### src/rtl/ripple_fifo_pkg.sv
package ripple_fifo_pkg;

   // State reported by one strobe controller: a transfer happens this cycle,
   // and the end is still blocked by an earlier transfer.
   typedef struct packed {
      logic fire;
      logic hold;
   } strobe_hs_t;

endpackage

### src/rtl/ripple_fifo_strobe.sv
module ripple_fifo_strobe
   import ripple_fifo_pkg::*;
(
   input  logic       clk,
   input  logic       rst_n,
   input  logic       strobe_i,
   input  logic       avail_i,
   output strobe_hs_t hs_o
);

   logic hold_q;
   logic fire;

   // A transfer needs the strobe high, the end free to move, and no
   // earlier transfer still waiting for the strobe to drop.
   always_comb begin
      fire      = strobe_i & ~hold_q & avail_i;
      hs_o.fire = fire;
      hs_o.hold = hold_q;
   end

   always_ff @(posedge clk or negedge rst_n) begin
      if (!rst_n) begin
         hold_q <= 1'b0;
      end else begin
         hold_q <= strobe_i & (hold_q | fire);
      end
   end

endmodule

### src/rtl/ripple_fifo_stage.sv
module ripple_fifo_stage #(
   parameter int WIDTH      = 5,
   parameter bit CLEAR_DATA = 1'b0
) (
   input  logic             clk,
   input  logic             rst_n,
   input  logic             load_i,
   input  logic             unload_i,
   input  logic [WIDTH-1:0] d_i,
   output logic             full_o,
   output logic [WIDTH-1:0] q_o
);

   logic             full_q;
   logic [WIDTH-1:0] data_q;

   always_ff @(posedge clk or negedge rst_n) begin
      if (!rst_n) begin
         full_q <= 1'b0;
      end else begin
         full_q <= load_i | (full_q & ~unload_i);
      end
   end

   // Data registers are cleared by reset only where a parameter asks for it.
   generate
      if (CLEAR_DATA) begin : g_clr
         always_ff @(posedge clk or negedge rst_n) begin
            if (!rst_n) begin
               data_q <= '0;
            end else if (load_i) begin
               data_q <= d_i;
            end
         end
      end else begin : g_keep
         always_ff @(posedge clk) begin
            if (load_i) begin
               data_q <= d_i;
            end
         end
      end
   endgenerate

   assign full_o = full_q;
   assign q_o    = data_q;

endmodule

### src/rtl/ripple_fifo_outdrv.sv
module ripple_fifo_outdrv #(
   parameter int WIDTH = 5
) (
   input  logic             oe_n_i,
   input  logic [WIDTH-1:0] d_i,
   output logic [WIDTH-1:0] q_o,
   output logic             en_o
);

   assign q_o  = oe_n_i ? '0 : d_i;
   assign en_o = ~oe_n_i;

endmodule

### src/rtl/ripple_fifo.sv
module ripple_fifo
   import ripple_fifo_pkg::*;
#(
   parameter int WIDTH     = 5,
   parameter int DEPTH     = 64,
   parameter bit CLEAR_ALL = 1'b0
) (
   input  logic             clk,
   input  logic             rst_n,
   input  logic             shift_in,
   input  logic [WIDTH-1:0] din,
   output logic             in_ready,
   input  logic             shift_out,
   output logic             out_ready,
   input  logic             oe_n,
   output logic [WIDTH-1:0] dout,
   output logic             dout_en
);

   localparam int LAST = DEPTH - 1;

   generate
      if (WIDTH < 1) begin : g_bad_width
         $error("ripple_fifo: WIDTH must be at least 1");
      end
      if (DEPTH < 2) begin : g_bad_depth
         $error("ripple_fifo: DEPTH must be at least 2");
      end
   endgenerate

   logic [DEPTH-1:0] full;
   logic [DEPTH-1:0] load_v;
   logic [DEPTH-1:0] unload_v;
   logic [LAST-1:0]  adv;
   logic [WIDTH-1:0] stage_d [DEPTH];
   logic [WIDTH-1:0] stage_q [DEPTH];

   strobe_hs_t       in_hs;
   strobe_hs_t       out_hs;
   logic             push_fire;
   logic             pop_fire;
   logic             in_hold;
   logic             out_hold;
   logic [WIDTH-1:0] out_word;

   ripple_fifo_strobe u_in_strobe (
      .clk      (clk),
      .rst_n    (rst_n),
      .strobe_i (shift_in),
      .avail_i  (~full[0]),
      .hs_o     (in_hs)
   );

   ripple_fifo_strobe u_out_strobe (
      .clk      (clk),
      .rst_n    (rst_n),
      .strobe_i (shift_out),
      .avail_i  (full[LAST]),
      .hs_o     (out_hs)
   );

   assign push_fire = in_hs.fire;
   assign in_hold   = in_hs.hold;
   assign pop_fire  = out_hs.fire;
   assign out_hold  = out_hs.hold;

   // A word moves forward when the stage ahead was empty at the start of the
   // cycle. The two end stages are also blocked by their pending holds.
   generate
      for (genvar i = 0; i < LAST; i++) begin : g_adv
         logic blk_lo;
         logic blk_hi;
         if (i == 0) begin : g_lo_hold
            assign blk_lo = in_hold;
         end else begin : g_lo_free
            assign blk_lo = 1'b0;
         end
         if (i == LAST - 1) begin : g_hi_hold
            assign blk_hi = out_hold;
         end else begin : g_hi_free
            assign blk_hi = 1'b0;
         end
         assign adv[i] = full[i] & ~full[i+1] & ~blk_lo & ~blk_hi;
      end

      for (genvar i = 0; i < DEPTH; i++) begin : g_stage
         localparam bit CLR = CLEAR_ALL || (i == LAST);
         if (i == 0) begin : g_head
            assign load_v[i]  = push_fire;
            assign stage_d[i] = din;
         end else begin : g_body
            assign load_v[i]  = adv[i-1];
            assign stage_d[i] = stage_q[i-1];
         end
         if (i == LAST) begin : g_tail
            assign unload_v[i] = pop_fire;
         end else begin : g_pass
            assign unload_v[i] = adv[i];
         end
         ripple_fifo_stage #(
            .WIDTH      (WIDTH),
            .CLEAR_DATA (CLR)
         ) u_stage (
            .clk      (clk),
            .rst_n    (rst_n),
            .load_i   (load_v[i]),
            .unload_i (unload_v[i]),
            .d_i      (stage_d[i]),
            .full_o   (full[i]),
            .q_o      (stage_q[i])
         );
      end
   endgenerate

   assign in_ready  = ~full[0];
   assign out_ready = full[LAST];
   assign out_word  = stage_q[LAST];

   ripple_fifo_outdrv #(
      .WIDTH (WIDTH)
   ) u_outdrv (
      .oe_n_i (oe_n),
      .d_i    (out_word),
      .q_o    (dout),
      .en_o   (dout_en)
   );

endmodule

### config.mk
export PLATFORM = sky130hd
export DESIGN_NAME = ripple_fifo
export DESIGN_NICKNAME = d
export VERILOG_FILES = /design/src/rtl/ripple_fifo_pkg.sv /design/src/rtl/ripple_fifo_strobe.sv /design/src/rtl/ripple_fifo_stage.sv /design/src/rtl/ripple_fifo_outdrv.sv /design/src/rtl/ripple_fifo.sv
export SDC_FILE = /design/constraint.sdc
export NUM_CORES = 1
export LEC_CHECK = 0
export BUFFER_PORTS_ARGS = -buffer_cell sky130_fd_sc_hd__buf_2
export CAP_MARGIN = 5
export CORE_ASPECT_RATIO = 1.2
export CORE_MARGIN = 2
export CORE_UTILIZATION = 30
export DETAILED_ROUTE_END_ITERATION = 16
export GPL_TIMING_DRIVEN = 1
export PLACE_DENSITY = 0.47
export SYNTH_ARGS = -nofsm -noshare
export SYNTH_HDL_FRONTEND = slang
export SYNTH_HIERARCHICAL = 1
export SYNTH_SLANG_ARGS = --single-unit
### constraint.sdc
create_clock -name clk -period 1.5 [get_ports clk]
set_input_delay 0.225 -clock clk [delete_from_list [all_inputs] [get_ports clk]]
set_output_delay 0.225 -clock clk [all_outputs]
set_load 0.01 [all_outputs]
# Yosys cells after proc, flatten, opt, wreduce, memory -nomap -nowiden
# Index checks and enable logic that the tools add are counted.
# classes
n_bitwise	332
mux	1
# op_table
operator	count
$and A1 B1 Y1	135
$not A1 Y1	131
$or A1 B1 Y1	66
$mux W5	1
# word_totals
out_inout_bits	8
regBits	386
word_cells	463
inputBits	10

# Longest topological paths before layout
# Gate-level depths: netlist (run 1).
# logic_depth
ltp_word	6
depth_mapped	4
ltp_nobuf	3

# By module
# Netlist (run 1), hierarchy kept.
# by_module_without_submodules
mod	cells_each	n_inst	area_per_inst_um2
ripple_fifo_stage (g_stage[0].u_stage ...)	8	63	186.4
ripple_fifo	64	1	563.0
ripple_fifo_stage (g_stage[63].u_stage)	14	1	249.0
ripple_fifo_strobe	5	2	56.3
ripple_fifo_outdrv	6	1	35.0

# Least setup slack after synthesis (run 1)
# Ideal clock, no wire load.
# synth_timing
kind	reg-to-reg
from	reg u_out_strobe.hold_q
to	reg g_stage[63].u_stage.data_q[0]
stages_incl_launch_ff	5
arrival_time_ns	1.121
path_slack_ns	0.254
n_path_buf	2
setup_ns	0.125
required_time_ns	1.375
synth_period_minus_slack_ns	1.246
path_cell_list	dfrtp_1 buf_4 nor3b_2 buf_6 mux2_4
# synth_between
elab_chain_len	2
# synth_rtl
element	line_no	text
from (decl)	ripple_fifo_strobe.sv:11	logic hold_q;
from (signal assigned)	ripple_fifo_strobe.sv:26	hold_q <= strobe_i & (hold_q | fire);
$not A1 Y1	ripple_fifo.sv:83	assign adv[i] = full[i] & ~full[i+1] & ~blk_lo & ~blk_hi;
$and A1 B1 Y1	ripple_fifo.sv:83	
via adv[62]	ripple_fifo.sv:34	logic [LAST-1:0] adv;
to (signal assigned)	ripple_fifo_stage.sv:32	data_q <= d_i;
to (decl)	ripple_fifo_stage.sv:15	logic [WIDTH-1:0] data_q;
# The timed path passes the listed nets, and every way through them passes these cells.
# A chain may end at the register's enable or synchronous reset.

# Worst setup path in the final report (run 1)
# layout_timing
from	reg g_stage[0].u_stage.full_q
to	out in_ready
# layout_between
elab_chain_len	1
# layout_rtl
element	line_no	text
from (decl)	ripple_fifo_stage.sv:14	logic full_q;
from (signal assigned)	ripple_fifo_stage.sv:21	full_q <= load_i | (full_q & ~unload_i);
$not A1 Y1	ripple_fifo.sv:115	assign in_ready = ~full[0];
to (decl)	ripple_fifo.sv:12	output logic in_ready,
# No other way between the ends.

==> key figures, run 1 <==
Routing
  • Post-Route WL: 17100 microns
  • DRC viols: 0
  • Detailed Routing Iterations Pass 1: 4
  • Iteration-0 DRC Markers: 261
  • Vias/cell: 3.93
  • Vias post-DR: 4892
  • Post-route antenna net violation count: 0
  • Drt wl/cell: 13.8 microns

GRT
  • GRT overflow: 0
  • Vias in the first global route: 5286
  • Initial antenna violation count: 0
  • First-pass GRT wire length: 27700 microns
  • GRT Overall Usage: 8.13%
  • Largest net degree at the start of global routing: 20

Layout
  • Final core utilization: 35.6%
  • Ant diodes: 0
  • Fin cells: 1244
  • Area Growth Syn to Fin: 17.0%
  • Layout Nets: 676
  • Share of layout cells above drive strength 1: 20.8%

Synth
  • Count leader, synth: edfxtp_1
  • Top cells by area, synth: edfxtp_1, dfrtp_1, and2b_2
  • Post-synth EDFFs: 315
  • Yosys top cell area share: 74.5%
  • Synth Warn #: 6
  • Post-synth ARST share: 18.4%
  • Yosys cell types: 13
  • Post-Synthesis Cell Area: 0.0127 sq mm
  • Prevailing post-synth register cell: edfxtp_1
  • Syn Inst Count: 598
  • Seq cells post-synth: 386
  • Register area share after synthesis: 88.4%
  • Post-synth top cells: edfxtp_1, dfrtp_1, inv_1
  • Post-synth top area cell: edfxtp_1
  • Mapped Avg Cell Area: 21.2 sq um
  • Syn_nets: 608

Critical path
  • CP Cell Sequence: inv_1 > buf_2
  • Worst Path Required: 1270 ps
  • R2R cell count: 3
  • R2r startpoint: g_stage[63].u_stage/full_o
  • Critical path peak fanout: 3
  • Reg2Reg Setup Slack: 130 ps
  • Setup Crit Path Kind: flip-flop to output port
  • Critical-path top delay cell: dfrtp_1
  • Critical path's largest stage delay: 400 ps
  • Critical path arrival: 1160 ps
  • Startpoint Class: flip-flop
  • Worst r2r dst: g_stage[63].u_stage/q_o[4]
  • CP Capture Type: output port

Clock network
  • TritonCTS clock tree: yes
  • Post-CTS sizing: 0
  • CTS clk-pin slew, worst paths: 60 ps
  • Root buf cell: clkbuf_16
  • Sink Count: 386
  • Bufs on Longest Clock Path: 3
  • CTS HTree Levels: 2
  • Hold_buf cts: 8
  • Clock latency at the later pin of the worst-skew pair: 540 ps
  • Total CTS buffers: 41
  • Setup bufs post-CTS: 0

Timing
  • Setup_tns: 0 ps
  • Hold Slack: 129 ps
  • Final min period: 1390 ps
  • Slew HR: 67.0%
  • Worst-margin pin slew: 492 ps
  • Final count of pins violating max slew: 0
  • RSZ-0062 raised after global routing: no
  • Max Freq: 720 MHz
  • Final Skew: 19.6 ps
  • Final Setup Violations: 0
  • Fin. Hold Viols: 0
  • Post-route clock period utilization: 92.6%

Placed design
  • Dpl hpwl: 10200 microns
  • Buffers on Ports: 17
  • Gpl congestion: 0.650
  • Dpl cells: 1161

Floorplanning
  • Initial core utilization: 30.4%
  • Core area: 0.0418 sq mm
  • Row count: 82
  • Chip Width: 192 microns
  • IO Pins: 18
  • Die Ht: 229 microns
  • Die ar.: 0.0440 sq mm

Power and ir drop
  • P_sw: 6.89 mW
  • Internal power: 22.8 mW
  • Clock power frac: 32.3%
  • Final total power: 29.7 mW
  • Pwr Density: 2000 mW/mm^2
  • Comb power frac: 10.8%
  • Switch share: 23.2%
  • Leak: 5.37 nW
  • Max VDD drop: 0.786 mV
  • Register share of total power: 56.9%

Flow run
  • Max-capacitance violation count: 0

Min path
  • HP Class: input port to async pin

Status
  • Status: complete, no violations
==> how the worst max path moves through the flow <==
stage / from / endpoint
floorplan: u_out_strobe/hold_q / g_stage[63].u_stage/q_o[0]
global placement: g_stage[63].u_stage/full_o / g_stage[63].u_stage/q_o[3]
detailed placement: g_stage[63].u_stage/full_o / g_stage[63].u_stage/q_o[0]
CTS: g_stage[63].u_stage/q_o[1] / dout[1]
global route: g_stage[0].u_stage/full_o / in_ready
finish: g_stage[0].u_stage/full_o / in_ready
==> sequential cells by signal, summed over array words and instances (netlist names) <==
signal / cells
g_stage.u_stage/q_o: 320
u_in_strobe/hold_q: 1
g_stage.u_stage/full_o: 64
u_out_strobe/hold_q: 1
==> critical path, delay by kind of cell, from the launching register on <==
family / cells / cell delay [ps]
buffers and inverters: 2 / 240
flip-flops: 1 / 400
==> final cells by class <==
class,count,area [sq um]
clock buffer,66,1180
sequential,386,11200
clock inverter,9,104
multi-input combinational,141,1180
timing repair buffer,30,230
inverter,66,248
fill,3830,26900
tap,546,683
==> layout by cell type (no fill, tap or decap) <==
| cell type | instances |
|---|---|
| bufinv_16 | 2 |
| clkbuf_8 | 6 |
| clkbuf_1 | 19 |
| edfxtp_1 | 315 |
| a21o_1 | 63 |
| and3b_1 | 2 |
| and2b_2 | 61 |
| clkbuf_16 | 41 |
| mux2_4 | 5 |
| buf_2 | 16 |
| dfrtp_1 | 71 |
| buf_4 | 4 |
| clkinv_2 | 2 |
| clkinv_4 | 1 |
| inv_1 | 66 |
| o21a_1 | 2 |
| a21o_2 | 1 |
| nor3b_2 | 2 |
| dlygate4sd3_1 | 8 |
| nor2b_1 | 5 |
| clkinv_1 | 2 |
| inv_6 | 2 |
| buf_12 | 2 |
==> metrics by stage <==
step	area, sq um	setup slack [ps]
after global placement	13500	212
after floorplan	12700	254
final	14900	111
after CTS	14900	67.1
after detailed placement	13500	128
after global routing	14900	32.9
==> power by group through the flow <==
stage,Sequential (mW),Combinational [mW],Clock (mW)
3_3_place_gp,17.0,3.09,0
2_1_floorplan,16.5,2.66,0
3_5_place_dp,17.1,3.30,0
5_1_grt,17.2,3.66,10.4
6_report,16.9,3.21,9.59
4_1_cts,17.0,3.31,9.95
==> metal layers <==
| metal | vias to the layer above | GRT usage [%] | part of all wire (%) |
|---|---|---|---|
| li1 | 2317 | - | - |
| met1 | 2462 | 9.53 | 43 |
| met2 | 72 | 13.6 | 49 |
| met3 | 41 | 2.25 | 4.1 |
| met4 | 0 | 3.99 | 3.2 |
| met5 | - | 0 | 0 |
==> cells by family (layout without fill, tap and decap cells) <==
logic type	Yosys count	in the layout	synth area share, %
DFF	386	386	88.4
buffers and inverters	71	171	2.27
and+or+nand+nor	70	70	4.79
AOI/OAI and AO/OA	66	66	3.91
muxes	5	5	0.591
Note: power is estimated with default switching activity, not from simulation.
==> run 2: changes to the inputs <==
Settings changed: CORE_UTILIZATION 30 to 50, PLACE_DENSITY 0.47 to 0.69, RECOVER_POWER set to 100.
==> run 2 against run 1 <==
Against the previous run:
- count of clock-buffer cells in the layout is 12 lower
- global-route usage is 4.6 points higher
- hold slack better by 120 ps
- critical path type unchanged
- largest cell class unchanged
==> key figures, run 2 (synthesis gave the netlist of run 1 again) <==
Layout
  • Layout fillers: 1852 (-52%)
  • Most frequent cells in the layout: edfxtp_1, dfrtp_1, inv_1
  • Share of layout cells above drive strength 1: 9.83% (-11 points)
  • Largest register FFs: 320 (unchanged)
  • Area Growth Syn to Fin: 13.1%
  • Fin cells: 1017 (-18%)
  • Ant diodes: 0 (unchanged)
  • Layout Nets: 672 (-0.59%)
  • Register area: 0.0112 sq mm (unchanged)
  • Commonest non-fill, non-tap cell in the layout: edfxtp_1
  • Multi-input logic area: 0.00109 sq mm (-7.5%)

Floorplanning
  • Core area: 0.0248 sq mm (-41%)
  • Row count: 63 (-23%)
  • Die ar.: 0.0267 sq mm (-39%)
  • Initial core utilization: 51.2% (+21 points)
  • IO Pins: 18 (unchanged)
  • Chip Width: 150 microns (-22%)
  • Die Ht: 179 microns (-22%)

Timing
  • RSZ-0062 raised after global routing: no
  • Final count of pins violating max slew: 0 (unchanged)
  • Post-route clock period utilization: 93.1% (+0.48 points)
  • Final Setup Violations: 0 (unchanged)
  • Worst-margin pin slew: 650 ps (+158 ps)
  • Slew HR: 56.7% (-10 points)
  • Setup_tns: 0 ps (unchanged)
  • Final Skew: 18.4 ps (-1.21 ps)
  • Final min period: 1400 ps (+7.23 ps)
  • Max Freq: 716 MHz (-0.52%)
  • Fin. Hold Viols: 0 (unchanged)

Critical path
  • Setup Crit Path Kind: flip-flop to output port
  • Critical path peak fanout: 3 (unchanged)
  • Worst Path Required: 1270 ps (about the same)
  • Startpoint Class: flip-flop
  • Critical path's largest stage delay: 390 ps (about the same)
  • Top delay family on crit path: flip-flops
  • Critical path arrival: 1170 ps (about the same)
  • CP Capture Type: output port
  • Worst path bufs/invs: 2 (unchanged)
  • CP Cell Sequence: inv_1 > clkbuf_1
  • Critical-path top delay cell: dfrtp_1

Clock network
  • CTS HTree Levels: 2 (unchanged)
  • TritonCTS clock tree: yes
  • Post-CTS sizing: 0 (unchanged)
  • Clock latency at the later pin of the worst-skew pair: 520 ps (-20 ps)
  • Total CTS buffers: 38 (-7.3%)
  • Sink Count: 386 (unchanged)
  • Bufs on Longest Clock Path: 3 (unchanged)
  • CTS clk-pin slew, worst paths: 60 ps (about the same)
  • Root buf cell: clkbuf_16

Min path
  • HP Class: input port to async pin

Flow run
  • Max-capacitance violation count: 0 (unchanged)

GRT
  • First-pass GRT wire length: 26100 microns (-5.8%)
  • Vias in the first global route: 5185 (-1.9%)
  • Largest net degree at the start of global routing: 36 (+80%)
  • GRT overflow: 0 (unchanged)
  • Initial antenna violation count: 0 (unchanged)
  • GRT Overall Usage: 12.7% (+4.6 points)

Routing
  • Detailed Routing Iterations Pass 1: 4 (unchanged)
  • DRC viols: 0 (unchanged)
  • Drt wl/cell: 15.8 microns (+15%)
  • Post-route antenna net violation count: 0 (unchanged)
  • Vias/cell: 4.72 (+20%)
  • Iteration-0 DRC Markers: 302 (+16%)
  • Post-Route WL: 16000 microns (-6.2%)
  • Vias post-DR: 4805 (-1.8%)

Power and ir drop
  • Max VDD drop: 1.28 mV (+63%)
  • Pwr Density: 2020 mW/mm^2 (+1.1%)
  • Leak: 5.29 nW (-1.4%)

Placed design
  • Buffers on Ports: 17 (unchanged)
  • Gpl congestion: 0.696 (+7.1%)
  • Dpl hpwl: 9250 microns (-9.7%)
  • Dpl cells: 939 (-19%)

Status
  • Status: complete, no violations
## run 2: layer usage
metal	track usage, %	wire length (microns)	share of wire, %
met2	21.7	8040	50
met3	3.07	591	3.7
met5	0	0	0
met4	4.84	366	2.3
met1	15.8	7050	44
## run 2: power by group
group	internal (mW)	total, mW	switching [mW]
sequential	15.8	16.9	1.14
clock	5.30	9.04	3.74
combinational	1.15	3.06	1.91
## run 2: through the flow
stage	hold slack (ps)	area [sq um]	utilization [%]	power (mW)	setup slack (ps)
finish	246	14400	57.9	29.0	104
global route	315	14400	57.9	30.5	25.4
CTS	78.9	14500	58.3	29.6	67.0
detailed placement	85.3	13200	53.2	20.3	243
global placement	83.3	13200	53.2	20.0	296
floorplan	-70.6	12700	-	19.2	254
## run 2: repair_timing
| item | 4_1_cts | 5_1_grt |
|---|---|---|
| hold buffers | 8 | 0 |
| endpoints found under the hold margin | 78 | 0 |
| buffers inserted | 0 | 0 |
## run 2: cell type report
| type | instances | share of cell area (%) |
|---|---|---|
| multi-input cells | 141 | 7.59 |
| flip-flops and latches | 386 | 78.2 |
| inverters | 66 | 1.72 |
| well taps | 325 | 2.83 |
| repair buffers | 29 | 1.35 |
| clock inverters | 16 | 1.19 |
| clock buffers | 54 | 7.11 |
## run 2: worst reg2reg max path, delay by kind of cell, from the launching register on
| kind | cells | cell delay (ps) |
|---|---|---|
| buffers and inverters | 1 | 240 |
| flip-flops | 1 | 420 |
| multiplexers | 1 | 320 |
| AND/OR/NAND/NOR | 1 | 280 |
## run 2: worst paths after layout
path | cells past startpoint | end | slack (ps) | from
min in group clk | 0 | g_stage[12].u_stage/q_o[4] | 400 | g_stage[11].u_stage/q_o[4]
max reg2reg | 3 | g_stage[63].u_stage/q_o[3] | 130 | g_stage[63].u_stage/full_o
max in group asynchronous | 3 | g_stage[55].u_stage/full_o | 300 | rst_n
min | 2 | g_stage[34].u_stage/full_o | 250 | rst_n
min reg2reg | 0 | g_stage[12].u_stage/q_o[4] | 400 | g_stage[11].u_stage/q_o[4]
max | 2 | in_ready | 100 | g_stage[0].u_stage/full_o
==> run 3: changes to the inputs <==
Settings changed: ABC_AREA set to 1.
==> run 3 against run 2 <==
Against the previous run:
- design area increased by 2.1%
- die area rose by 1.1%
- first-iteration DRC count is 7.3% lower
- global-route usage down 0.21 points
- via count rose by 13%
- critical path depth stayed put
- hold slack better by 27 ps
- count of clock-buffer cells in the layout grew 1
- total power up 1.4%
- clock skew fell by 4.8 ps
- non-clock buffer count up 7
- critical path type unchanged
==> key figures, run 3 <==
Placed design
  • Gpl congestion: 0.691 (-0.76%)
  • Dpl cell area: 0.0134 sq mm (+1.6%)
  • Buffers on Ports: 17 (unchanged)
  • Dpl hpwl: 9560 microns (+3.4%)
  • Dpl cells: 1164 (+24%)

Critical path
  • Setup Crit Path Kind: flip-flop to output port
  • Reg2Reg Setup Slack: 210 ps (+80 ps)
  • CP Capture Type: output port
  • Startpoint Class: flip-flop
  • Worst r2r dst: g_stage[1].u_stage/q_o[2]
  • Critical path arrival: 1160 ps (about the same)
  • R2R cell count: 3 (unchanged)
  • CP Cell Sequence: inv_1 > clkbuf_1
  • Critical-path top delay cell: dfrtp_1
  • Critical path peak fanout: 3 (unchanged)
  • Worst Path Required: 1270 ps (about the same)
  • Critical path's largest stage delay: 400 ps (about the same)
  • R2r startpoint: g_stage[1].u_stage/full_o

Timing
  • Fin. Hold Viols: 0 (unchanged)
  • Hold Slack: 273 ps (+26.7 ps)
  • RSZ-0062 raised after global routing: no
  • Final Setup Violations: 0 (unchanged)
  • Final min period: 1380 ps (-13.1 ps)
  • Worst-margin pin slew: 654 ps (+4.71 ps)
  • Max Freq: 723 MHz (+0.95%)
  • Setup_tns: 0 ps (unchanged)
  • Final Skew: 13.6 ps (-4.77 ps)
  • Post-route clock period utilization: 92.2% (-0.88 points)
  • Final count of pins violating max slew: 0 (unchanged)
  • Slew HR: 56.4% (-0.31 points)

Layout
  • Commonest non-fill, non-tap cell in the layout: edfxtp_1
  • Final Instance Area: 0.0147 sq mm (+2.1%)
  • Largest register FFs: 320 (unchanged)
  • Most frequent cells in the layout: edfxtp_1, inv_1, nand2_1
  • Layout fillers: 1891 (+2.1%)
  • Ant diodes: 0 (unchanged)
  • Share of layout cells above drive strength 1: 7.47% (-2.4 points)
  • Fin cells: 1240 (+22%)
  • Final core utilization: 57.8% (-0.095 points)
  • Area Growth Syn to Fin: 14.1%
  • Layout Nets: 892 (+33%)

Synth
  • Mapped Avg Cell Area: 15.9 sq um (-25%)
  • Seq cells post-synth: 386 (unchanged)
  • Post-synth top area cell: edfxtp_1
  • Synth Warn #: 6 (unchanged)
  • Prevailing post-synth register cell: edfxtp_1
  • Yosys top cell area share: 73.6% (-0.83 points)
  • Yosys cell types: 9 (-4)
  • Top cells by area, synth: edfxtp_1, dfrtp_1, inv_1
  • Post-Synthesis Cell Area: 0.0128 sq mm (+1.1%)
  • Count leader, synth: edfxtp_1
  • Post-synth ARST share: 18.4% (unchanged)
  • Syn Inst Count: 810 (+35%)
  • Post-synth EDFFs: 315 (unchanged)
  • Syn_nets: 820 (+35%)
  • Register area share after synthesis: 87.5% (-0.98 points)
  • Post-synth top cells: edfxtp_1, inv_1, nand2_1

GRT
  • First-pass GRT wire length: 26200 microns (+0.43%)
  • Largest net degree at the start of global routing: 28 (-22%)
  • Initial antenna violation count: 0 (unchanged)
  • GRT Overall Usage: 12.5% (-0.21 points)
  • Vias in the first global route: 5435 (+4.8%)
  • GRT overflow: 0 (unchanged)

Routing
  • Post-Route WL: 16100 microns (+0.62%)
  • Vias/cell: 4.37 (-7.5%)
  • DRC viols: 0 (unchanged)
  • Iteration-0 DRC Markers: 280 (-7.3%)
  • Post-route antenna net violation count: 0 (unchanged)
  • Vias post-DR: 5422 (+13%)
  • Drt wl/cell: 13.0 microns (-17%)
  • Detailed Routing Iterations Pass 1: 6 (+2)

Floorplanning
  • Row count: 64 (+1.6%)
  • Die Ht: 180 microns (+0.55%)
  • Die ar.: 0.0270 sq mm (+1.1%)
  • Core area: 0.0254 sq mm (+2.2%)
  • Initial core utilization: 50.6% (-0.56 points)
  • IO Pins: 18 (unchanged)
  • Chip Width: 150 microns (+0.55%)

Power and ir drop
  • Leak: 5.56 nW (+5.1%)
  • Max VDD drop: 1.34 mV (+4.9%)
  • Pwr Density: 2010 mW/mm^2 (-0.64%)
  • Internal power: 22.2 mW (-0.25%)
  • Switch share: 24.7% (+1.3 points)
  • Comb power frac: 11.0% (+0.5 points)
  • P_sw: 7.26 mW (+6.8%)
  • Register share of total power: 57.8% (-0.5 points)
  • Clock power frac: 31.2% (about the same)

Clock network
  • Sink Count: 386 (unchanged)
  • Bufs on Longest Clock Path: 3 (unchanged)
  • CTS HTree Levels: 2 (unchanged)
  • Total CTS buffers: 38 (unchanged)
  • Setup bufs post-CTS: 0 (unchanged)
  • Clock latency at the later pin of the worst-skew pair: 510 ps (about the same)
  • CTS clk-pin slew, worst paths: 60 ps (about the same)
  • Root buf cell: clkbuf_16
  • TritonCTS clock tree: yes

Status
  • Status: complete, no violations

Min path
  • HP Class: input port to async pin

Flow run
  • Max-capacitance violation count: 0 (unchanged)
## run 3: changes by cell type after synthesis, sizes merged, moves of 61 or more
cell,previous run,this run
nand2,0,147
a21o,64,0
nor2,0,74
and2b,61,0
inv,66,199
## run 3: area by class of cell
class                      instances  area (sq um)  share of cell area (%)
tap                              330           413                    2.82
clock inverter                    13           113                   0.768
multi-input combinational        221           832                    5.67
timing repair buffer              36           205                    1.40
sequential                       386         11200                    76.6
inverter                         199           747                    5.09
clock buffer                      55          1120                    7.63
## run 3: kinds of logic after synthesis
| logic type | Yosys count | share of synthesized area (%) |
|---|---|---|
| buffers and inverters | 203 | 6.05 |
| DFF | 386 | 87.5 |
| and+or+nand+nor | 221 | 6.50 |
## run 3: power groups by stage
stage	registers, mW	logic (mW)	clock network, mW
global placement	17.1	3.20	0
detailed placement	17.2	3.40	0
global route	17.3	3.87	9.89
CTS	17.1	3.44	9.42
floorplan	16.7	2.60	0
finish	17.0	3.25	9.17
## run 3: metrics by stage
step           total power [mW]  setup slack, ps
6_report                   29.4              117
5_1_grt                    31.0             28.9
4_1_cts                    29.9              108
3_5_place_dp               20.6              259
3_3_place_gp               20.3              303
2_1_floorplan              19.3              376
## run 3: critical path: cells and delay by family, from the launching register on
family / cells / cell delay [ps]
flip-flops: 1 / 400
buffers and inverters: 2 / 250
## run 3: what timing repair did
| item | 4_1_cts | 5_1_grt |
|---|---|---|
| setup endpoints to repair | 0 | 0 |
| resized for setup | 0 | 0 |
| endpoints found under the hold margin | 78 | 0 |
| hold buffers | 8 | 0 |
## run 3: worst max path at each step
stage	endpoint	cells past startpoint	startpoint
3_3_place_gp	g_stage[55].u_stage/q_o[3]	1	g_stage[55].u_stage/full_o
6_report	in_ready	2	g_stage[0].u_stage/full_o
4_1_cts	in_ready	2	g_stage[0].u_stage/full_o
3_5_place_dp	g_stage[63].u_stage/q_o[0]	6	g_stage[63].u_stage/full_o
2_1_floorplan	g_stage[63].u_stage/q_o[0]	6	g_stage[63].u_stage/full_o
5_1_grt	dout[4]	3	g_stage[63].u_stage/q_o[4]
## run 3: metal layers
layer,global-route usage [%],vias to the layer above,share of wire (%)
met2,20.4,88,48
met1,16.2,2561,45
met5,0,-,0
met3,3.07,33,4.5
met4,5.09,0,2.6
li1,-,2740,-
